[src/rtl/mct_pkg.sv]
package mct_pkg;
  localparam int ADDR_W = 4;
  localparam int DATA_W = 8;

  typedef enum logic [3:0] {
    RA_HUND  = 4'd0,
    RA_SEC   = 4'd1,
    RA_MIN   = 4'd2,
    RA_HOUR  = 4'd3,
    RA_DAY   = 4'd4,
    RA_MON   = 4'd5,
    RA_YEAR  = 4'd6,
    RA_WDAY  = 4'd7,
    RA_CTRL  = 4'd8,
    RA_DS_SM = 4'd9,
    RA_DS_SD = 4'd10,
    RA_DS_EM = 4'd11,
    RA_DS_ED = 4'd12
  } reg_addr_e;

  // Two-digit year, 2000..2099: every multiple of four is a leap year.
  function automatic logic is_leap(input logic [6:0] yr);
    return (yr[1:0] == 2'b00);
  endfunction

  function automatic logic [4:0] month_days(input logic [3:0] mo, input logic [6:0] yr);
    case (mo)
      4'd4, 4'd6, 4'd9, 4'd11: return 5'd30;
      4'd2:                    return is_leap(yr) ? 5'd29 : 5'd28;
      default:                 return 5'd31;
    endcase
  endfunction

  // Display form of the hour: bit 5 carries PM in 12-hour mode.
  function automatic logic [5:0] disp_hour(input logic [4:0] h24, input logic mode12);
    logic [4:0] h;
    if (!mode12) return {1'b0, h24};
    h = (h24 >= 5'd12) ? h24 - 5'd12 : h24;
    if (h == 5'd0) h = 5'd12;
    return {(h24 >= 5'd12), h};
  endfunction
endpackage

[src/rtl/mct_timebase.sv]
module mct_timebase #(
  parameter int XTAL_HZ    = 32768,
  parameter int LOSS_LIMIT = 819
) (
  input  logic       clk,
  input  logic       rst_n,
  input  logic       line_tick,
  input  logic       xtal_tick,
  input  logic       sel_60hz,
  input  logic       clear_frac,
  output logic [1:0] step,
  output logic       mains_ok
);
  localparam int XACC_W = $clog2(XTAL_HZ + 100) + 1;
  localparam int LOSS_W = $clog2(LOSS_LIMIT + 1);

  logic [6:0]        line_acc, line_rem;
  logic [7:0]        line_sum;
  logic [1:0]        line_step;
  logic [XACC_W-1:0] xtal_acc, xtal_sum;
  logic              xtal_step, use_xtal, loss_hit;
  logic [LOSS_W-1:0] loss_cnt;

  // Mains accumulator: 50 Hz is a plain 2, 60 Hz carries remainder mod 60.
  always_comb begin
    line_sum = {1'b0, line_acc} + 8'd100;
    if (!sel_60hz) begin
      line_step = 2'd2;
      line_rem  = line_acc;
    end else if (line_sum >= 8'd120) begin
      line_step = 2'd2;
      line_rem  = 7'(line_sum - 8'd120);
    end else begin
      line_step = 2'd1;
      line_rem  = 7'(line_sum - 8'd60);
    end
  end

  assign use_xtal  = xtal_tick && !line_tick && !mains_ok;
  assign xtal_sum  = xtal_acc + XACC_W'(100);
  assign xtal_step = (xtal_sum >= XACC_W'(XTAL_HZ));
  assign loss_hit  = xtal_tick && !line_tick && mains_ok &&
                     (loss_cnt == LOSS_W'(LOSS_LIMIT - 1));

  assign step = line_tick ? line_step :
                (use_xtal && xtal_step) ? 2'd1 : 2'd0;

  always_ff @(posedge clk) begin
    if (!rst_n) begin
      line_acc <= '0;
      xtal_acc <= '0;
      loss_cnt <= '0;
      mains_ok <= 1'b0;
    end else begin
      if (clear_frac)     line_acc <= '0;
      else if (line_tick) line_acc <= line_rem;

      if (clear_frac || mains_ok) xtal_acc <= '0;
      else if (use_xtal)          xtal_acc <= xtal_step ? xtal_sum - XACC_W'(XTAL_HZ) : xtal_sum;

      if (line_tick) begin
        mains_ok <= 1'b1;
        loss_cnt <= '0;
      end else if (xtal_tick && mains_ok) begin
        if (loss_hit) begin
          mains_ok <= 1'b0;
          loss_cnt <= '0;
        end else begin
          loss_cnt <= loss_cnt + LOSS_W'(1);
        end
      end
    end
  end


  present_rise_chk: assert property (@(posedge clk) disable iff (!rst_n)
    $rose(mains_ok) |-> $past(line_tick));

  present_fall_chk: assert property (@(posedge clk) disable iff (!rst_n)
    $fell(mains_ok) |-> ($past(xtal_tick) && !$past(line_tick)));

  xtal_ignored_chk: assert property (@(posedge clk) disable iff (!rst_n)
    (mains_ok && xtal_tick && !line_tick) |-> (step == 2'd0));

  fifty_step_chk: assert property (@(posedge clk) disable iff (!rst_n)
    (line_tick && !sel_60hz) |-> (step == 2'd2));
endmodule

[src/rtl/mct_counter.sv]
module mct_counter
  import mct_pkg::*;
(
  input  logic              clk,
  input  logic              rst_n,
  input  logic [1:0]        step,
  input  logic              wr_en,
  input  logic [ADDR_W-1:0] wr_addr,
  input  logic [DATA_W-1:0] wr_data,
  output logic              cal_wr,
  output logic [6:0]        hund,
  output logic [5:0]        sec,
  output logic [5:0]        min,
  output logic [4:0]        hour,
  output logic [4:0]        day,
  output logic [3:0]        mon,
  output logic [6:0]        year,
  output logic [2:0]        wday,
  output logic              mode12,
  output logic              dst_en,
  output logic [3:0]        ds_sm,
  output logic [4:0]        ds_sd,
  output logic [3:0]        ds_em,
  output logic [4:0]        ds_ed
);
  logic [7:0] h_sum;
  logic       sec_c, min_c, hr_c, day_c, mon_c, yr_c;
  logic       dst_spring, dst_fall, fb_done;
  logic [6:0] n_hund;
  logic [5:0] n_sec, n_min;
  logic [4:0] n_hour, n_day;
  logic [3:0] n_mon;
  logic [6:0] n_year;
  logic [2:0] n_wday;

  assign cal_wr = wr_en && (wr_addr <= 4'(RA_WDAY));

  // Carry chain as named events.
  assign h_sum  = {1'b0, hund} + {6'b0, (cal_wr ? 2'd0 : step)};
  assign sec_c  = (h_sum >= 8'd100);
  assign min_c  = sec_c && (sec == 6'd59);
  assign hr_c   = min_c && (min == 6'd59);
  assign day_c  = hr_c && (hour == 5'd23);
  assign mon_c  = day_c && (day >= month_days(mon, year));
  assign yr_c   = mon_c && (mon >= 4'd12);

  assign dst_spring = dst_en && hr_c && (hour == 5'd1) &&
                      (mon == ds_sm) && (day == ds_sd);
  assign dst_fall   = dst_en && hr_c && (hour == 5'd1) && !dst_spring &&
                      (mon == ds_em) && (day == ds_ed) && !fb_done;

  always_comb begin
    n_hund = sec_c ? 7'(h_sum - 8'd100) : h_sum[6:0];
    n_sec  = sec_c ? ((sec == 6'd59) ? 6'd0 : sec + 6'd1) : sec;
    n_min  = min_c ? ((min == 6'd59) ? 6'd0 : min + 6'd1) : min;
    if (dst_spring)     n_hour = 5'd3;
    else if (dst_fall)  n_hour = 5'd1;
    else if (hr_c)      n_hour = (hour == 5'd23) ? 5'd0 : hour + 5'd1;
    else                n_hour = hour;
    n_day  = mon_c ? 5'd1 : (day_c ? day + 5'd1 : day);
    n_wday = day_c ? ((wday == 3'd6) ? 3'd0 : wday + 3'd1) : wday;
    n_mon  = yr_c ? 4'd1 : (mon_c ? mon + 4'd1 : mon);
    n_year = yr_c ? ((year == 7'd99) ? 7'd0 : year + 7'd1) : year;
  end

  always_ff @(posedge clk) begin
    if (!rst_n) begin
      hund <= '0; sec <= '0; min <= '0; hour <= '0;
      day <= 5'd1; mon <= 4'd1; year <= '0; wday <= '0;
      mode12 <= 1'b0; dst_en <= 1'b0;
      ds_sm <= '0; ds_sd <= '0; ds_em <= '0; ds_ed <= '0;
      fb_done <= 1'b0;
    end else if (cal_wr) begin
      hund <= (wr_addr == 4'(RA_HUND)) ? wr_data[6:0] : 7'd0;
      case (reg_addr_e'(wr_addr))
        RA_SEC:  sec  <= wr_data[5:0];
        RA_MIN:  min  <= wr_data[5:0];
        RA_HOUR: hour <= wr_data[4:0];
        RA_DAY:  day  <= wr_data[4:0];
        RA_MON:  mon  <= wr_data[3:0];
        RA_YEAR: year <= wr_data[6:0];
        RA_WDAY: wday <= wr_data[2:0];
        default: ;
      endcase
    end else begin
      hund <= n_hund; sec <= n_sec; min <= n_min; hour <= n_hour;
      day <= n_day; mon <= n_mon; year <= n_year; wday <= n_wday;
      if (day_c)         fb_done <= 1'b0;
      else if (dst_fall) fb_done <= 1'b1;
      if (wr_en) begin
        case (reg_addr_e'(wr_addr))
          RA_CTRL:  begin mode12 <= wr_data[0]; dst_en <= wr_data[1]; end
          RA_DS_SM: ds_sm <= wr_data[3:0];
          RA_DS_SD: ds_sd <= wr_data[4:0];
          RA_DS_EM: ds_em <= wr_data[3:0];
          RA_DS_ED: ds_ed <= wr_data[4:0];
          default: ;
        endcase
      end
    end
  end


  hund_range_chk: assert property (@(posedge clk) disable iff (!rst_n)
    (!$past(cal_wr) && ($past(hund) < 7'd100)) |-> (hund < 7'd100));

  sec_range_chk: assert property (@(posedge clk) disable iff (!rst_n)
    (!$past(cal_wr) && ($past(sec) < 6'd60)) |-> (sec < 6'd60));

  month_wrap_chk: assert property (@(posedge clk) disable iff (!rst_n)
    mon_c |=> (day == 5'd1));

  spring_chk: assert property (@(posedge clk) disable iff (!rst_n)
    dst_spring |=> (hour == 5'd3 && min == 6'd0));

  fall_once_chk: assert property (@(posedge clk) disable iff (!rst_n)
    $rose(fb_done) |-> (hour == 5'd1 && $past(hour) == 5'd1));

  wr_clear_chk: assert property (@(posedge clk) disable iff (!rst_n)
    $past(cal_wr && wr_addr != 4'(RA_HUND)) |-> (hund == 7'd0));
endmodule

[src/rtl/mains_calendar_keeper.sv]
module mains_calendar_keeper
  import mct_pkg::*;
#(
  parameter int XTAL_HZ    = 32768,
  parameter int LOSS_LIMIT = 819
) (
  input  logic              clk,
  input  logic              rst_n,
  input  logic              line_tick,
  input  logic              xtal_tick,
  input  logic              sel_60hz,
  input  logic              wr_en,
  input  logic [ADDR_W-1:0] wr_addr,
  input  logic [DATA_W-1:0] wr_data,
  input  logic [ADDR_W-1:0] rd_addr,
  output logic [DATA_W-1:0] rd_data,
  output logic              mains_ok
);
  logic [1:0] step;
  logic       cal_wr, mode12, dst_en;
  logic [6:0] hund, year;
  logic [5:0] sec, min;
  logic [4:0] hour, day, ds_sd, ds_ed;
  logic [3:0] mon, ds_sm, ds_em;
  logic [2:0] wday;

  mct_timebase #(.XTAL_HZ(XTAL_HZ), .LOSS_LIMIT(LOSS_LIMIT)) u_tb (
    .clk(clk), .rst_n(rst_n), .line_tick(line_tick), .xtal_tick(xtal_tick),
    .sel_60hz(sel_60hz), .clear_frac(cal_wr), .step(step), .mains_ok(mains_ok)
  );

  mct_counter u_cnt (
    .clk(clk), .rst_n(rst_n), .step(step), .wr_en(wr_en), .wr_addr(wr_addr),
    .wr_data(wr_data), .cal_wr(cal_wr), .hund(hund), .sec(sec), .min(min),
    .hour(hour), .day(day), .mon(mon), .year(year), .wday(wday),
    .mode12(mode12), .dst_en(dst_en), .ds_sm(ds_sm), .ds_sd(ds_sd),
    .ds_em(ds_em), .ds_ed(ds_ed)
  );

  always_comb begin
    case (reg_addr_e'(rd_addr))
      RA_HUND:  rd_data = {1'b0, hund};
      RA_SEC:   rd_data = {2'b0, sec};
      RA_MIN:   rd_data = {2'b0, min};
      RA_HOUR:  rd_data = {2'b0, disp_hour(hour, mode12)};
      RA_DAY:   rd_data = {3'b0, day};
      RA_MON:   rd_data = {4'b0, mon};
      RA_YEAR:  rd_data = {1'b0, year};
      RA_WDAY:  rd_data = {5'b0, wday};
      RA_CTRL:  rd_data = {6'b0, dst_en, mode12};
      RA_DS_SM: rd_data = {4'b0, ds_sm};
      RA_DS_SD: rd_data = {3'b0, ds_sd};
      RA_DS_EM: rd_data = {4'b0, ds_em};
      RA_DS_ED: rd_data = {3'b0, ds_ed};
      default:  rd_data = '0;
    endcase
  end


  hour_disp_chk: assert property (@(posedge clk) disable iff (!rst_n)
    (rd_addr == 4'(RA_HOUR) && mode12) |-> (rd_data[4:0] >= 5'd1 && rd_data[4:0] <= 5'd12));
endmodule

[config.mk]
export PLATFORM = sky130hd
export DESIGN_NAME = mains_calendar_keeper
export DESIGN_NICKNAME = d
export VERILOG_FILES = /design/src/rtl/mct_pkg.sv /design/src/rtl/mct_timebase.sv /design/src/rtl/mct_counter.sv /design/src/rtl/mains_calendar_keeper.sv
export SDC_FILE = /design/constraint.sdc
export NUM_CORES = 1
export LEC_CHECK = 0
export ABC_CLOCK_PERIOD_IN_PS = 6250
export BUFFER_PORTS_ARGS = -buffer_cell sky130_fd_sc_hd__buf_2
export CORE_MARGIN = 2
export CORE_UTILIZATION = 35
export DETAILED_ROUTE_END_ITERATION = 16
export GPL_TIMING_DRIVEN = 0
export SETUP_SLACK_MARGIN = 0.02
export SYNTH_ARGS = -nofsm -noshare
export SYNTH_HDL_FRONTEND = slang
export SYNTH_SLANG_ARGS = --single-unit
[constraint.sdc]
create_clock -name clk -period 6.25 [get_ports clk]
set_input_delay 1.25 -clock clk [delete_from_list [all_inputs] [get_ports clk]]
set_output_delay 1.25 -clock clk [all_outputs]
set_load 0.03 [all_outputs]
==> results.sh, run 1 <==
export IMPL_cts_buffers_inserted=9
export IMPL_hold_path_class="flip-flop to flip-flop"
export IMPL_num_rows=50
export IMPL_finalCritPeriodShare_pct=88.4
export IMPL_clk_path_buf_depth=2
export IMPL_wl_per_cell_microns=18.2
export IMPL_cp_top_family="buffers and inverters"
export IMPL_fp_dieW_microns=142
export IMPL_portBuffers=24
export IMPL_grt_ovfl_total=0
export IMPL_start_kind="input pin"
export IMPL_busiest_layer="met2"
export IMPL_vias=6333
export IMPL_setup_tns_ns=0
export IMPL_crit_cells=21
export IMPL_clk_pin_slew_ns=0.07
export IMPL_via_per_inst=5.64
export IMPL_grtUsageMet1_pct=28.3
export IMPL_cts_root_buf="clkbuf_16"
export IMPL_first_iter_violations=627
export IMPL_critPathCaptureType="flip-flop"
export IMPL_setup_viol=0
export IMPL_cts_tree="done"
export IMPL_drc=0
export IMPL_hold_buffers=0
export IMPL_critical_path_class="input pin to flip-flop"
export IMPL_grt_max_degree=17
export IMPL_drive_gt1_share_pct=8.77
export IMPL_outcome="finished, final reports clean"
export IMPL_skew_ns=0.0126
export IMPL_hold_depth=2
export IMPL_syn2layout_area_growth_pct=11.0
export IMPL_post_cts_setup_buffers=0
export IMPL_grtUsageMet3_pct=4.17
export IMPL_arrival_ns=5.74
export IMPL_syn_inst=849
export IMPL_p_per_area_nw_per_um2=191
export IMPL_grt_pass1_wl_microns=32500
export IMPL_cts_resized=0
export IMPL_dp_hpwl_microns=15200
export IMPL_synth_nets=902
export IMPL_avgSynthCellArea_sq_um=7.87
export IMPL_first_pass_iters=5
export IMPL_slew_headroom_pct=36.1
export IMPL_use_met2_pct=32.2
export IMPL_slowest_delay_ns=0.57
export IMPL_dieHeight_microns=142
export IMPL_rsz0062_at_grt="no"
export IMPL_path_max_fanout=10
export IMPL_diodes=0
export IMPL_design_portCount=31
export IMPL_max_cap_viol_count=0
export IMPL_synth_warnings=0
export IMPL_max_freq_ghz=0.181
export IMPL_crit_chain="buf_2 -> nand2b_1 -> clkbuf_1 -> clkbuf_1 -> buf_1 -> nand3_1 -> inv_1 -> ha_1 -> a21o_1 -> nand2_1 -> xnor2_1 -> inv_1 -> ha_1 -> nand3b_1 -> nand2_1 -> o2111ai_1 -> o211ai_2 -> buf_2 -> a21oi_2 -> mux2i_1 -> o32ai_1"
export IMPL_clock_sinks=95
export IMPL_core_sq_um=18700
export IMPL_peakVddDrop_mv=0.125
export IMPL_routabilityCongestion=0.956
export IMPL_wl_microns=20400
export IMPL_pre_cts_ws_ns=0.438
export IMPL_synth_seq_area_share_pct=28.5
export IMPL_p_leak_uw=0.00267
export IMPL_start_util_pct=35.7
export IMPL_worstMarginPinSlew_ns=0.951
export IMPL_synthFlopType="dfxtp_1"
export IMPL_dieArea_sq_um=20200
export IMPL_synthArstFlopShare_pct=0
export IMPL_hold_violations=0
export IMPL_r2r_cells=21
export IMPL_fill_cells=1934
export IMPL_cp_num_buf_inv=7
export IMPL_grt_total_usage_pct=20.7
export IMPL_nets=937
export IMPL_grt_pass1_vias=5869
export IMPL_synth_seq_cells=95
export IMPL_syn_area_sq_um=6680
export IMPL_cts_max_level=3
export IMPL_critical_path_required_ns=6.46
export IMPL_setup_ws_ns=0.722
export IMPL_postRouteAntennaNets=0
export IMPL_antenna_found_initial=0
export IMPL_drv_slew=0
export IMPL_period_needed_ns=5.53
export IMPL_insertion_delay_ns=0.36
export IMPL_ys_types=83
export IMPL_slowest_stage="buf_1"
export IMPL_synth_edf_count=0
==> registers in the layout (all words and copies together), names as in the netlist, 6 cells and up <==
signal	flops
u_cnt.year	7
u_tb.loss_cnt	10
u_tb.xtal_acc	15
u_cnt.hund	7
u_cnt.min	6
u_cnt.sec	6
==> worst min-delay path, stage by stage (launching register included) <==
cell	delay [ns]
dfxtp_1	0.34
xnor2_1	0.07
nor2_1	0.07
==> metrics by stage <==
stage | total power [uW] | cell area [sq um] | hold slack, ns | util (%) | instances
5_1_grt | 1470 | 7410 | 0.549 | 39.6 | 1123
4_1_cts | 1420 | 7410 | 0.516 | 39.6 | 1123
2_1_floorplan | 757 | 6680 | 0.446 | - | 849
3_3_place_gp | 815 | 7090 | 0.496 | 37.9 | 1107
6_report | 1420 | 7410 | 0.520 | 39.6 | 1123
3_5_place_dp | 815 | 7090 | 0.502 | 37.9 | 1107
==> layout make-up <==
class                   instances  area [sq um]  area share (%)
clock inverters                 6          91.3            1.23
repair buffers                 24           120            1.62
well taps                     234           293            3.95
multi-input cells             669          4430            59.7
inverters                      36           135            1.82
flip-flops and latches         95          1900            25.7
clock buffers                  10           229            3.09
plain buffers                  49           218            2.94
==> Yosys cell counts (all sizes together), types with 17 or more instances <==
| cell | number | area, sq um |
|---|---|---|
| ha | 30 | 375 |
| nand4 | 18 | 113 |
| nor3 | 17 | 95.1 |
| xor2 | 25 | 219 |
| o21ai | 45 | 229 |
| xnor2 | 35 | 307 |
| mux2i | 31 | 310 |
| nor2 | 104 | 390 |
| dfxtp | 95 | 1900 |
| a21oi | 40 | 208 |
| nand2 | 74 | 280 |
| nand3 | 42 | 210 |
| inv | 36 | 135 |
| clkbuf | 35 | 131 |
==> path summary, 6_finish.rpt <==
check	start	end	slack [ns]
worst max-delay path	wr_addr[3]	u_cnt.wday[1]	0.72
worst min-delay path	u_tb.loss_cnt[8]	u_tb.loss_cnt[8]	0.52
worst max register to register	u_tb.xtal_acc[2]	u_cnt.sec[2]	0.85
worst min register to register	u_tb.loss_cnt[8]	u_tb.loss_cnt[8]	0.52
==> logic make-up after synthesis <==
group           Yosys count  synth area share, %
simple gates            333                 24.4
buf+inv                  85                 5.28
fa+ha+maj                31                 5.92
compound gates          206                 21.8
mux                      38                 6.16
other cells               1               0.0561
xor+xnor                 60                 7.87
flops                    95                 28.5
==> cell usage in the layout (no fill, tap or decap), types with 10 or more instances in the layout <==
cell,count
ha_1,30
or3_1,10
a31oi_1,14
nand3_1,42
dfxtp_1,95
o21ai_0,41
o22ai_1,13
nand2b_1,16
buf_2,27
nor3_1,15
mux2i_1,31
nor2_1,104
inv_1,35
nand4_1,18
a21oi_1,38
xnor2_1,35
xor2_1,25
clkbuf_1,36
nand2_1,73
o31ai_1,11
==> routing by layer <==
layer	wire length [microns]	part of all wire (%)
met5	0	0
met3	1510	7.4
met1	9390	46
met4	632	3.1
met2	8900	44
==> power breakdown <==
| group | switching (uW) | leakage (uW) | internal, uW |
|---|---|---|---|
| clock | 258 | 0.000157 | 354 |
| combinational | 117 | 0.00174 | 58.4 |
| sequential | 14.6 | 0.000768 | 615 |
| total | 390 | 0.00267 | 1030 |
Note: power is estimated with default switching activity, not from simulation.
==> run 2, diff against run 1 <==
Settings changed: CORE_UTILIZATION 35 to 45, MAX_ROUTING_LAYER set to met4.
==> run 2 against run 1 <==
Effect of this change: hold slack worse by 0.014 ns; via count rose by 4.6%; power fell by 1.9%; critical path type unchanged; critical endpoint unchanged.
==> results.sh, run 2 (synthesized netlist as in run 1, its figures left out) <==
export IMPL_outcome="finished, final reports clean"
export IMPL_period_needed_ns=5.50
export IMPL_worstMarginPinSlew_ns=1.12
export IMPL_wl_per_cell_microns=20.1
export IMPL_critPathCaptureType="flip-flop"
export IMPL_mostFrequentLayoutCells="nor2_1 (104), dfxtp_1 (95), nand2_1 (73), nand3_1 (42), o21ai_0 (41)"
export IMPL_dieHeight_microns=126
export IMPL_dieArea_sq_um=15800
export IMPL_setup_viol=0
export IMPL_p_leak_uw=0.00266
export IMPL_peakVddDrop_mv=0.140
export IMPL_hold_violations=0
export IMPL_final_core_util_pct=50.5
export IMPL_final_area_sq_um=7340
export IMPL_first_pass_iters=6
export IMPL_drive_gt1_share_pct=8.89
export IMPL_max_cap_viol_count=0
export IMPL_rsz0062_at_grt="no"
export IMPL_hold_buffers=0
export IMPL_diodes=0
export IMPL_whs_ns=0.506
export IMPL_cts_max_level=3
export IMPL_max_flop_register="u_tb.xtal_acc"
export IMPL_cts_root_buf="clkbuf_16"
export IMPL_drv_slew=0
export IMPL_fp_dieW_microns=126
export IMPL_r2r_end="u_cnt.wday[1]"
export IMPL_critical_path_required_ns=6.46
export IMPL_cts_tree="done"
export IMPL_mostFrequentLayoutCell="nor2_1"
export IMPL_syn2layout_area_growth_pct=9.87
export IMPL_cts_resized=0
export IMPL_post_cts_setup_buffers=0
export IMPL_clock_sinks=95
export IMPL_start_kind="input pin"
export IMPL_grt_pass1_vias=6298
export IMPL_fill_cells=1426
export IMPL_arrival_ns=5.72
export IMPL_endpoint="u_cnt.wday[1]"
export IMPL_clk_pin_slew_ns=0.07
export IMPL_grt_total_usage_pct=27.8
export IMPL_first_iter_violations=728
export IMPL_design_portCount=31
export IMPL_core_sq_um=14500
export IMPL_wl_microns=21600
export IMPL_max_freq_ghz=0.182
export IMPL_grt_pass1_wl_microns=33900
export IMPL_cts_buffers_inserted=9
export IMPL_nets=937
export IMPL_place_area_sq_um=7030
export IMPL_critical_path_class="input pin to flip-flop"
export IMPL_postRouteAntennaNets=0
export IMPL_vias=6627
export IMPL_largest_register_ffs=15
export IMPL_antenna_found_initial=0
export IMPL_grt_ovfl_total=0
export IMPL_r2r_cells=22
export IMPL_slew_headroom_pct=24.7
export IMPL_reg2reg_slack_ns=1.02
export IMPL_r2r_start="u_tb.xtal_acc[2]"
export IMPL_p_per_area_nw_per_um2=190
export IMPL_insertion_delay_ns=0.36
export IMPL_routabilityCongestion=1.02
export IMPL_start_util_pct=46.0
export IMPL_dp_hpwl_microns=15900
export IMPL_critPathLaunch="wr_addr[3]"
export IMPL_skew_ns=0.00877
export IMPL_grt_max_degree=16
export IMPL_path_max_fanout=10
export IMPL_hold_path_class="flip-flop to flip-flop"
export IMPL_via_per_inst=6.18
export IMPL_drc=0
export IMPL_reg_top3="u_tb.xtal_acc x15, u_tb.loss_cnt x10"
export IMPL_clk_path_buf_depth=2
export IMPL_setup_tns_ns=0
export IMPL_portBuffers=24
export IMPL_num_rows=44
export IMPL_finalCritPeriodShare_pct=88.1
-- run 2: power breakdown --
group / leakage (uW) / total [uW] / internal [uW] / switching, uW
Sequential: 0.000768 / 630 / 615 / 15.0
Combinational: 0.00174 / 177 / 58.6 / 118
Clock: 0.000152 / 585 / 332 / 253
-- run 2: critical path: stages --
cell,delay (ns)
buf_2,0.13
nand2b_1,0.11
clkbuf_1,0.26
clkbuf_1,0.48
buf_1,0.59
nand3_1,0.24
inv_1,0.10
ha_1,0.22
a21o_1,0.17
nand2_1,0.08
xnor2_1,0.14
inv_1,0.10
ha_1,0.20
nand3b_1,0.08
nand2_1,0.10
o2111ai_1,0.30
o211ai_2,0.29
buf_2,0.28
a21oi_2,0.28
mux2i_1,0.23
o32ai_1,0.10
-- run 2: worst min path at each step --
stage | from | endpoint | depth (start not counted)
detailed placement | u_cnt.dst_en | u_cnt.dst_en | 2
global route | u_cnt.dst_en | u_cnt.dst_en | 2
finish | u_cnt.dst_en | u_cnt.dst_en | 2
floorplan | u_cnt.dst_en | u_cnt.dst_en | 2
CTS | u_cnt.dst_en | u_cnt.dst_en | 2
global placement | u_cnt.wday[2] | u_cnt.wday[2] | 2
-- run 2: cell type report --
cell class	count	area (sq um)	share of cell area (%)
Multi-Input combinational cell	669	4430	60.3
Sequential cell	95	1900	25.9
Clock buffer	11	253	3.44
Tap cell	184	230	3.14
Buffer	49	218	2.97
Inverter	36	135	1.84
Timing Repair Buffer	24	120	1.64
Clock inverter	5	56.3	0.767
-- run 2: routing by layer --
layer | wire (microns) | vias up | track usage, %
li1 | - | 3135 | -
met1 | 9430 | 3154 | 36.3
met2 | 9980 | 290 | 43.8
met3 | 1540 | 48 | 4.25
met4 | 608 | 0 | 10.3
met5 | 0 | - | -
-- run 2: stage by stage --
stage,instances,setup WS (ns),power (uW)
floorplan,849,1.68,757
global route,1073,0.380,1440
global placement,1057,0.585,813
detailed placement,1057,0.510,816
finish,1073,0.745,1390
CTS,1073,0.878,1400
